`config.mk`:
```
export PLATFORM = sky130hd
export DESIGN_NAME = pdram_fifo_seq
export DESIGN_NICKNAME = d
export VERILOG_FILES = /design/src/rtl/pfs_pkg.sv /design/src/rtl/pfs_lane.sv /design/src/rtl/pfs_regport.sv /design/src/rtl/pdram_fifo_seq.sv
export SDC_FILE = /design/constraint.sdc
export NUM_CORES = 1
export LEC_CHECK = 0
export CORE_MARGIN = 3
export CORE_UTILIZATION = 41
export DETAILED_ROUTE_END_ITERATION = 8
export HOLD_SLACK_MARGIN = 0.05
export PLACE_DENSITY_LB_ADDON = 0.2
export SETUP_SLACK_MARGIN = 0.15
export SLEW_MARGIN = 20
export SYNTH_ARGS = -nofsm -noshare
export SYNTH_HDL_FRONTEND = slang
export SYNTH_SLANG_ARGS = --single-unit
export TNS_END_PERCENT = 100
```
`constraint.sdc`:
```
create_clock -name clk -period 8.6 [get_ports clk]
set_clock_uncertainty 0.1 [all_clocks]
set_input_delay 2.15 -clock clk [delete_from_list [all_inputs] [get_ports clk]]
set_output_delay 2.15 -clock clk [all_outputs]
set_load 0.02 [all_outputs]
```
`src/rtl/pfs_pkg.sv`:
```
package pfs_pkg;
  // Controller register map for the indirect FIFO window
  localparam logic [15:0] RD_CMD_ADDR  = 16'h030C;
  localparam logic [15:0] RD_AL_ADDR   = 16'h0308;
  localparam logic [15:0] RD_DATA_ADDR = 16'h0000;
  localparam logic [15:0] WR_CMD_ADDR  = 16'h0314;
  localparam logic [15:0] WR_AL_ADDR   = 16'h0310;
  localparam logic [15:0] WR_DATA_ADDR = 16'h0020;

  localparam int BUSY_BIT  = 31;
  localparam int CANCEL_BIT = 30;
  localparam int AVAIL_BIT = 0;
  localparam int CNT_LO    = 8;
  localparam int CNT_HI    = 12;

  localparam logic [31:0] CMD_CANCEL = 32'h1 << CANCEL_BIT;
  localparam logic [31:0] CMD_GO     = 32'h1 << BUSY_BIT;

  typedef enum logic [3:0] {
    S_IDLE, S_CANCEL, S_POLL_IDLE, S_PROG, S_GO, S_POLL_AVAIL,
    S_RD_FIFO, S_RD_EMIT, S_WR_LOAD, S_WR_FILL, S_WR_PUT
  } seq_state_e;
endpackage

```
`src/rtl/pfs_lane.sv`:
```
module pfs_lane #(
  parameter int BW = 8,
  parameter int NB = 4
) (
  input  logic              clk,
  input  logic              rst,
  input  logic              wr_mode,
  input  logic              ld,
  input  logic [NB*BW-1:0]  ld_word,
  input  logic [$clog2(NB)-1:0]   ld_lane,
  input  logic [$clog2(NB+1)-1:0] ld_cnt,
  output logic [NB*BW-1:0]  word,
  output logic              lane_busy,
  output logic [BW-1:0]     rd_byte,
  output logic              rd_valid,
  input  logic              rd_ready,
  input  logic [BW-1:0]     wr_byte,
  input  logic              wr_valid,
  output logic              wr_ready
);
  localparam int IW = $clog2(NB);
  localparam int CW = $clog2(NB+1);

  logic [BW-1:0] lanes [NB];
  logic [IW-1:0] idx;
  logic [CW-1:0] left;
  logic          take_wr, take_rd;

  assign take_wr   = wr_mode && wr_valid && (left != '0);
  assign take_rd   = !wr_mode && rd_ready && (left != '0);
  assign lane_busy = (left != '0);
  assign rd_valid  = !wr_mode && (left != '0);
  assign wr_ready  = wr_mode && (left != '0);
  assign rd_byte   = lanes[idx];

  genvar g;
  generate
    for (g = 0; g < NB; g++) begin : g_lane
      always_ff @(posedge clk) begin
        if (rst)
          lanes[g] <= '0;
        else if (ld)
          lanes[g] <= ld_word[g*BW +: BW];
        else if (take_wr && (idx == IW'(g)))
          lanes[g] <= wr_byte;
      end
      assign word[g*BW +: BW] = lanes[g];
    end
  endgenerate

  always_ff @(posedge clk) begin
    if (rst) begin
      idx  <= '0;
      left <= '0;
    end else if (ld) begin
      idx  <= ld_lane;
      left <= ld_cnt;
    end else if (take_wr || take_rd) begin
      idx  <= idx + 1'b1;
      left <= left - 1'b1;
    end
  end

  // a waiting host byte must not change
  a_r11_rd_hold: assert property (@(posedge clk) disable iff (rst)
    rd_valid && !rd_ready |=> rd_valid && $stable(rd_byte));
  // bytes of one word never run past the top lane
  a_r7_lane_bound: assert property (@(posedge clk) disable iff (rst)
    (left != '0) |-> ({1'b0, idx} + (IW+1)'(left) <= (IW+1)'(NB)));
endmodule

```
`src/rtl/pfs_regport.sv`:
```
module pfs_regport
  import pfs_pkg::*;
#(
  parameter int LEN_W = 8
) (
  input  logic             clk,
  input  logic             rst,
  input  seq_state_e       nxt,
  input  logic             dir_sel,
  input  logic [15:0]      addr_q,
  input  logic [LEN_W-1:0] len_q,
  input  logic [31:0]      lane_word,
  input  logic             reg_ack,
  output logic             reg_req,
  output logic             reg_we,
  output logic [15:0]      reg_addr,
  output logic [31:0]      reg_wdata
);
  logic        req_n, we_n;
  logic [15:0] addr_n, cmd_a, al_a;
  logic [31:0] wdata_n;

  assign cmd_a = dir_sel ? WR_CMD_ADDR : RD_CMD_ADDR;
  assign al_a  = dir_sel ? WR_AL_ADDR  : RD_AL_ADDR;

  always_comb begin
    req_n = 1'b1; we_n = 1'b0; addr_n = '0; wdata_n = '0;
    unique case (nxt)
      S_CANCEL:     begin we_n = 1'b1; addr_n = cmd_a; wdata_n = CMD_CANCEL; end
      S_POLL_IDLE,
      S_POLL_AVAIL: addr_n = cmd_a;
      S_PROG:       begin we_n = 1'b1; addr_n = al_a;
                          wdata_n = {{(16-LEN_W){1'b0}}, len_q, addr_q}; end
      S_GO:         begin we_n = 1'b1; addr_n = cmd_a; wdata_n = CMD_GO; end
      S_RD_FIFO:    addr_n = RD_DATA_ADDR;
      S_WR_PUT:     begin we_n = 1'b1; addr_n = WR_DATA_ADDR; wdata_n = lane_word; end
      default:      req_n = 1'b0;
    endcase
  end

  always_ff @(posedge clk) begin
    if (rst) begin
      reg_req <= 1'b0; reg_we <= 1'b0; reg_addr <= '0; reg_wdata <= '0;
    end else begin
      reg_req <= req_n; reg_we <= we_n; reg_addr <= addr_n; reg_wdata <= wdata_n;
    end
  end

  // request fields frozen until acknowledged
  a_r9_req_hold: assert property (@(posedge clk) disable iff (rst)
    reg_req && !reg_ack |=> reg_req && $stable(reg_addr) && $stable(reg_we) && $stable(reg_wdata));
  // the read data window is only ever read
  a_r6_rd_window: assert property (@(posedge clk) disable iff (rst)
    reg_req && reg_addr == RD_DATA_ADDR |-> !reg_we);
  // the write data window is only ever written
  a_r7_wr_window: assert property (@(posedge clk) disable iff (rst)
    reg_req && reg_addr == WR_DATA_ADDR |-> reg_we);
endmodule

```
`src/rtl/pdram_fifo_seq.sv`:
```
module pdram_fifo_seq
  import pfs_pkg::*;
#(
  parameter int          LEN_W     = 8,
  parameter int          MAX_WORDS = 31,
  parameter logic [15:0] PRAM_BASE = 16'h1000
) (
  input  logic             clk,
  input  logic             rst,
  input  logic             start,
  input  logic             dir_wr,
  input  logic [15:0]      xfer_addr,
  input  logic [LEN_W-1:0] xfer_len,
  output logic             busy,
  output logic             done,
  output logic             err,
  input  logic [7:0]       wr_byte,
  input  logic             wr_valid,
  output logic             wr_ready,
  output logic [7:0]       rd_byte,
  output logic             rd_valid,
  input  logic             rd_ready,
  output logic             reg_req,
  output logic             reg_we,
  output logic [15:0]      reg_addr,
  output logic [31:0]      reg_wdata,
  input  logic             reg_ack,
  input  logic [31:0]      reg_rdata
);
  localparam int NB = 4;
  localparam int IW = $clog2(NB);
  localparam int CW = $clog2(NB+1);
  localparam int NW = LEN_W + 2;
  localparam logic [NW-1:0] MAX_BYTES = NW'(NB * MAX_WORDS);

  seq_state_e       state, nxt;
  logic             dir_q, first_q;
  logic [15:0]      addr_q;
  logic [LEN_W-1:0] len_q, rem_q;
  logic             err_n, done_n, lane_ld, lane_busy, bad_req, dir_sel;
  logic [NW-1:0]    need_bytes;
  logic [IW-1:0]    lane_sel;
  logic [CW-1:0]    room, cnt;
  logic [31:0]      lane_word;

  assign need_bytes = NW'(xfer_len) + NW'(xfer_addr[IW-1:0]);
  assign bad_req    = (xfer_addr < PRAM_BASE) || (xfer_len == '0) || (need_bytes > MAX_BYTES);
  assign dir_sel    = (state == S_IDLE) ? dir_wr : dir_q;

  assign lane_sel = first_q ? addr_q[IW-1:0] : '0;
  assign room     = CW'(NB) - CW'(lane_sel);
  assign cnt      = (rem_q < LEN_W'(room)) ? CW'(rem_q) : room;

  always_comb begin
    nxt = state; err_n = 1'b0; done_n = 1'b0; lane_ld = 1'b0;
    unique case (state)
      S_IDLE:       if (start) begin
                      if (bad_req) err_n = 1'b1;
                      else         nxt = S_CANCEL;
                    end
      S_CANCEL:     if (reg_ack) nxt = S_POLL_IDLE;
      S_POLL_IDLE:  if (reg_ack && !reg_rdata[BUSY_BIT]) nxt = S_PROG;
      S_PROG:       if (reg_ack) nxt = S_GO;
      S_GO:         if (reg_ack) nxt = S_POLL_AVAIL;
      S_POLL_AVAIL: if (reg_ack && reg_rdata[AVAIL_BIT]) begin
                      if (reg_rdata[CNT_HI:CNT_LO] == '0) begin
                        err_n = 1'b1; nxt = S_IDLE;
                      end else begin
                        nxt = dir_q ? S_WR_LOAD : S_RD_FIFO;
                      end
                    end
      S_RD_FIFO:    if (reg_ack) begin lane_ld = 1'b1; nxt = S_RD_EMIT; end
      S_RD_EMIT:    if (!lane_busy) begin
                      if (rem_q == '0) begin done_n = 1'b1; nxt = S_IDLE; end
                      else nxt = S_RD_FIFO;
                    end
      S_WR_LOAD:    begin lane_ld = 1'b1; nxt = S_WR_FILL; end
      S_WR_FILL:    if (!lane_busy) nxt = S_WR_PUT;
      S_WR_PUT:     if (reg_ack) begin
                      if (rem_q == '0) begin done_n = 1'b1; nxt = S_IDLE; end
                      else nxt = S_WR_LOAD;
                    end
      default:      nxt = S_IDLE;
    endcase
  end

  always_ff @(posedge clk) begin
    if (rst) begin
      state <= S_IDLE; busy <= 1'b0; done <= 1'b0; err <= 1'b0;
      dir_q <= 1'b0; first_q <= 1'b0; addr_q <= '0; len_q <= '0; rem_q <= '0;
    end else begin
      state <= nxt;
      busy  <= (nxt != S_IDLE);
      done  <= done_n;
      err   <= err_n;
      if (state == S_IDLE && start) begin
        dir_q <= dir_wr; addr_q <= xfer_addr; len_q <= xfer_len;
        rem_q <= xfer_len; first_q <= 1'b1;
      end else if (lane_ld) begin
        rem_q   <= rem_q - LEN_W'(cnt);
        first_q <= 1'b0;
      end
    end
  end

  pfs_lane #(.BW(8), .NB(NB)) u_lane (
    .clk(clk), .rst(rst), .wr_mode(dir_q), .ld(lane_ld),
    .ld_word(dir_q ? 32'h0 : reg_rdata), .ld_lane(lane_sel), .ld_cnt(cnt),
    .word(lane_word), .lane_busy(lane_busy),
    .rd_byte(rd_byte), .rd_valid(rd_valid), .rd_ready(rd_ready),
    .wr_byte(wr_byte), .wr_valid(wr_valid), .wr_ready(wr_ready)
  );

  pfs_regport #(.LEN_W(LEN_W)) u_regport (
    .clk(clk), .rst(rst), .nxt(nxt), .dir_sel(dir_sel), .addr_q(addr_q),
    .len_q(len_q), .lane_word(lane_word), .reg_ack(reg_ack),
    .reg_req(reg_req), .reg_we(reg_we), .reg_addr(reg_addr), .reg_wdata(reg_wdata)
  );

  // the first access of every accepted transfer is the cancel command
  a_r2_cancel_first: assert property (@(posedge clk) disable iff (rst)
    $rose(busy) |-> reg_req && reg_we && reg_wdata == CMD_CANCEL &&
                    (reg_addr == RD_CMD_ADDR || reg_addr == WR_CMD_ADDR));
  // a rejection never starts a transfer
  a_r1_reject_quiet: assert property (@(posedge clk) disable iff (rst)
    err && !$past(busy) |-> !busy && !reg_req);
  // completion and error are exclusive, and both leave the block idle
  a_r10_end_excl: assert property (@(posedge clk) disable iff (rst)
    !(done && err));
  a_r10_done_idle: assert property (@(posedge clk) disable iff (rst)
    done |-> !busy);
  // only one byte stream is live at a time
  a_r11_one_stream: assert property (@(posedge clk) disable iff (rst)
    !(rd_valid && wr_ready));
endmodule

```
==> metrics.md <==
| Metric | Value |
|---|---|
| Highest net fanout along the worst path | 24 |
| Maximum count of clock buffers along a single path | 2 |
| Height of the chip | around 120 um |
| Reg-to-reg critical path startpoint | addr_q[0] |
| Vias in the first global route | about 4800 |
| Die extent in x | 124 um |
| Worst path required time | 8.77 ns |
| Cell types occupying the most area after synthesis | sky130_fd_sc_hd__dfxtp_1 (31%), sky130_fd_sc_hd__edfxtp_1 (17%), sky130_fd_sc_hd__nand2_1 (8.7%) |
| Layout Area Growth over Synthesis | 32.6% |
| Number of buffers inserted to repair setup after CTS | 0 |
| Critical Path AT | about 5.3 ns |
| Post-detailed-routing wire length | 16.8 mm |
| Via-to-Cell Ratio | 5.52 |
| Number of enable flip-flop cells after synthesis | 32 |
| Overflow left after global routing | 0 |
| Most area-hungry cell type in the Yosys netlist | sky130_fd_sc_hd__dfxtp_1 |
| Placed wire-length estimate after detailed placement | 12.4 mm |
| DR iter-0 viols | ~390 |
| Top cells by count, synth | sky130_fd_sc_hd__nand2_1 (132), sky130_fd_sc_hd__dfxtp_1 (87), sky130_fd_sc_hd__a21oi_1 (41) |
| Adder-cell share of the synthesized area | under 10% |
| Number of cells in the finished layout apart from fillers | 886 |
| Shortest clock period the worst path allows after layout | 5.15 ns |
| Total inserted antenna cells | 0 |
| Core Area | 13400 um2 |
| Share of the yosys chip area belonging to registers | 47.4% |
| Iteration count of the initial detailed-routing pass | 5 |
| Total GRT Usage | 22.4% |
| Worst-case headroom to the max-slew limit | 33.9% |
| CP peak stage delay | 0.80 ns |
| Transition at the pin with the smallest max-transition slack | 0.992 ns |
| Terminating pin of the worst hold path | u_regport.reg_wdata[21] |
| Yosys top cell area share | 30.5% |
| Top FF cell, synth | sky130_fd_sc_hd__dfxtp_1 |
| Peak supply drop | 0.142 mV |
| Number of warnings printed during yosys synthesis | 0 |
| Outcome | finished clean |
| Unrepaired setup endpoints after global routing | false |
| Crit share post-route | 59.9% |
| Gates resized, CTS repair | 0 |
| Startpoint of the worst setup timing path | xfer_len[0] |
| Final number of hold-violating endpoints | 0 |
| Cell-by-cell trace of the critical path | clkdlybuf4s50_1 -> ha_1 -> inv_1 -> fa_1 -> nand2b_1 -> o211ai_1 -> a311oi_1 -> a211oi_4 -> o211ai_4 -> o21ai_1 |
| Beginning of the worst hold path | len_q[5] |
| Layout net count | 784 |
| Post-route setup TNS | 0 ns |
| Site row count | 42 |
| Path type of the worst min-delay path | reg2reg |
| Highest achievable clock rate | 0.194 GHz |
| Clock tree from TritonCTS | built |
| Fraction of registers with async set/reset | 0% |
| Synth cell types | 73 |
| Capture point of the worst reg-to-reg path | rem_q[7] |
| Wire length of the first global-routing pass | 25.8 mm |
| Number of ports placed on the die boundary | around 130 |
| Total CTS buffers | 17 |
| Most common cell in the netlist | sky130_fd_sc_hd__nand2_1 |
| Starting utilization of the core area | 42.5% |
| Count of clock tree sinks | 119 |
| Initial antenna violation count | 0 |
| Class of the most critical setup path | in2reg |
| Vias | 4887 |
| Static leakage | approximately 2.8 nW |
| Die outline area | 15400 um2 |
| Category of the worst setup path capture point | flip-flop |
| Largest net degree at the start of global routing | 56 |
| Power density of the placed cells | 222 nW/um2 |
| DP Cell Count | 853 |
| Mux contribution to synthesized area | 4.08% |
| Final weighted congestion in routability-driven placement | 0.856 |
| Total buffers and inverters traversed by the critical path | 2 |
| Number of maximum-capacitance violations | 0 |
| Post-synthesis instance area | 5700 um2 |
| Setup violation total in the final timing report | 0 |
| Kind of start point of the critical path | input port |
| Max-slew violation count | 0 |
| Number of cells on the worst hold path | 2 |
| Max stage delay cell, worst path | sky130_fd_sc_hd__o211ai_4 |
| Compound-gate portion of the synthesized area | 20.6% |
| Remaining design rule violation count | 0 |
| Count of state elements after synthesis | 119 |
| Simple-Gate Fraction of Synth Area | 17.5% |
| CTS H-tree depth | 4 |
| Clock network latency to the later pin of the worst-skew pair | 0.42 ns |
| Number of hold-repair buffers added at the cts stage | 0 |
| Area share of xor/xnor cells in the synthesized design | 0.768% |
| Synthesized instance count | slightly below 600 |
| Combinational family with the most area after synthesis | compound AO/OA/AOI/OAI gates |
| Power after layout | 1.68 mW |
| Buffers on Ports | roughly 120 |
| Share of layout cells above drive strength 1 | 12.0% |
| Register-to-register setup slack | between 4 and 5 ns |
| Clock-pin slew on the worst setup and hold paths | around 0.060 ns |
| Antenna Violating Nets Remaining | 0 |
| Root buffer cell | sky130_fd_sc_hd__clkbuf_16 |
| WL per Instance | about 19 um |
| Cell type group with the largest total delay on the critical path | compound AO/OA/AOI/OAI gates |
| R2R depth | 14 |
| Mean instance size in the synthesized netlist | 9.73 um2 |
-- sequential cells by signal, summed over array words and instances, names as in the netlist, named ones only --
| register | count |
|---|---|
| len_q | 8 |
| done | 1 |
| err | 1 |
| first_q | 1 |
| rem_q | 8 |
| u_lane.lanes | 32 |
| addr_q | 16 |
| u_lane.left | 3 |
| u_regport.reg_req | 1 |
| u_regport.reg_we | 1 |
| u_regport.reg_wdata | 32 |
| dir_q | 1 |
| u_lane.idx | 2 |
| state | 4 |
| busy | 1 |
| u_regport.reg_addr | 5 |
-- cell type report --
| cell class | instances | area [um2] |
|---|---|---|
| fill | 1190 | 5840 |
| multi-input combinational | 413 | 2720 |
| sequential | 119 | 2700 |
| timing repair buffer | 126 | 1250 |
| clock buffer | 18 | 450 |
| tap | 176 | 220 |
| clock inverter | 14 | 138 |
| inverter | 20 | 75.1 |
-- placed cells by master, fill, tap and decap left out, types with 5 or more instances in the layout --
master and instances:
sky130_fd_sc_hd__a21oi_1 41, sky130_fd_sc_hd__a22o_1 33, sky130_fd_sc_hd__a31oi_1 9, sky130_fd_sc_hd__and2_1 9, sky130_fd_sc_hd__clkbuf_16 18, sky130_fd_sc_hd__clkdlybuf4s50_1 122
sky130_fd_sc_hd__conb_1 10, sky130_fd_sc_hd__dfxtp_1 87, sky130_fd_sc_hd__edfxtp_1 32, sky130_fd_sc_hd__ha_1 14, sky130_fd_sc_hd__inv_1 19, sky130_fd_sc_hd__mux4_2 8
sky130_fd_sc_hd__nand2_1 132, sky130_fd_sc_hd__nand3_1 6, sky130_fd_sc_hd__nor2_1 27, sky130_fd_sc_hd__nor2b_1 5, sky130_fd_sc_hd__nor4_1 5, sky130_fd_sc_hd__o211ai_1 9
sky130_fd_sc_hd__o21ai_0 6, sky130_fd_sc_hd__o21ai_2 20
-- per-stage QoR --
step | area [um2] | hold slack [ns] | setup WS [ns] | utilization, %
global route | 7560 | 0.375 | 3.25 | 56.4
CTS | 7550 | 0.359 | 3.43 | 56.3
finish | 7560 | 0.357 | 3.45 | 56.4
detailed placement | 6960 | 0.351 | 2.98 | 51.9
global placement | 6960 | 0.344 | 3.14 | 51.9
floorplan | 5740 | 0.329 | 4.19 | -
-- power by group --
part	internal, mW	switching [mW]
registers	0.613	0.0380
logic	0.148	0.181
clock network	0.421	0.278
-- per-layer routing --
| metal | wire [um] | part of all wire, % | global-route usage, % |
|---|---|---|---|
| met3 | 1310 | 7.8 | 6.13 |
| met1 | 7070 | 42 | 29.6 |
| met5 | 0 | 0 | 0 |
| met2 | 8180 | 49 | 36.7 |
| met4 | 194 | 1.2 | 5.54 |
-- worst register-to-register path, stage by stage (launching register included) --
cell and delay, ns:
sky130_fd_sc_hd__dfxtp_1 0.45, sky130_fd_sc_hd__nand2_1 0.14, sky130_fd_sc_hd__ha_1 0.32, sky130_fd_sc_hd__inv_1 0.05
sky130_fd_sc_hd__ha_1 0.27, sky130_fd_sc_hd__a21oi_1 0.06, sky130_fd_sc_hd__o211ai_1 0.35, sky130_fd_sc_hd__mux2i_1 0.38
sky130_fd_sc_hd__ha_1 0.29, sky130_fd_sc_hd__nor2b_1 0.12, sky130_fd_sc_hd__o21ai_0 0.28, sky130_fd_sc_hd__nor4b_1 0.42
sky130_fd_sc_hd__nand2_1 0.13, sky130_fd_sc_hd__o211ai_1 0.18, sky130_fd_sc_hd__a31oi_1 0.11
-- cell families after synthesis --
group,Yosys count
AND/OR/NAND/NOR,216
AO/OA/AOI/OAI,153
flip-flops,119
buffers and inverters,63
adder cells (fa/ha/maj),16
multiplexers,13
XOR/XNOR,5
other,1
-- worst max path at each step --
stage,depth (start not counted),to
6_report,10,u_regport.reg_wdata[22]
5_1_grt,10,u_regport.reg_wdata[23]
4_1_cts,10,u_regport.reg_wdata[22]
3_5_place_dp,10,u_regport.reg_wdata[0]
3_3_place_gp,10,u_regport.reg_wdata[23]
2_1_floorplan,9,u_regport.reg_wdata[30]
No activity file was read; power rests on OpenSTA's default activity.
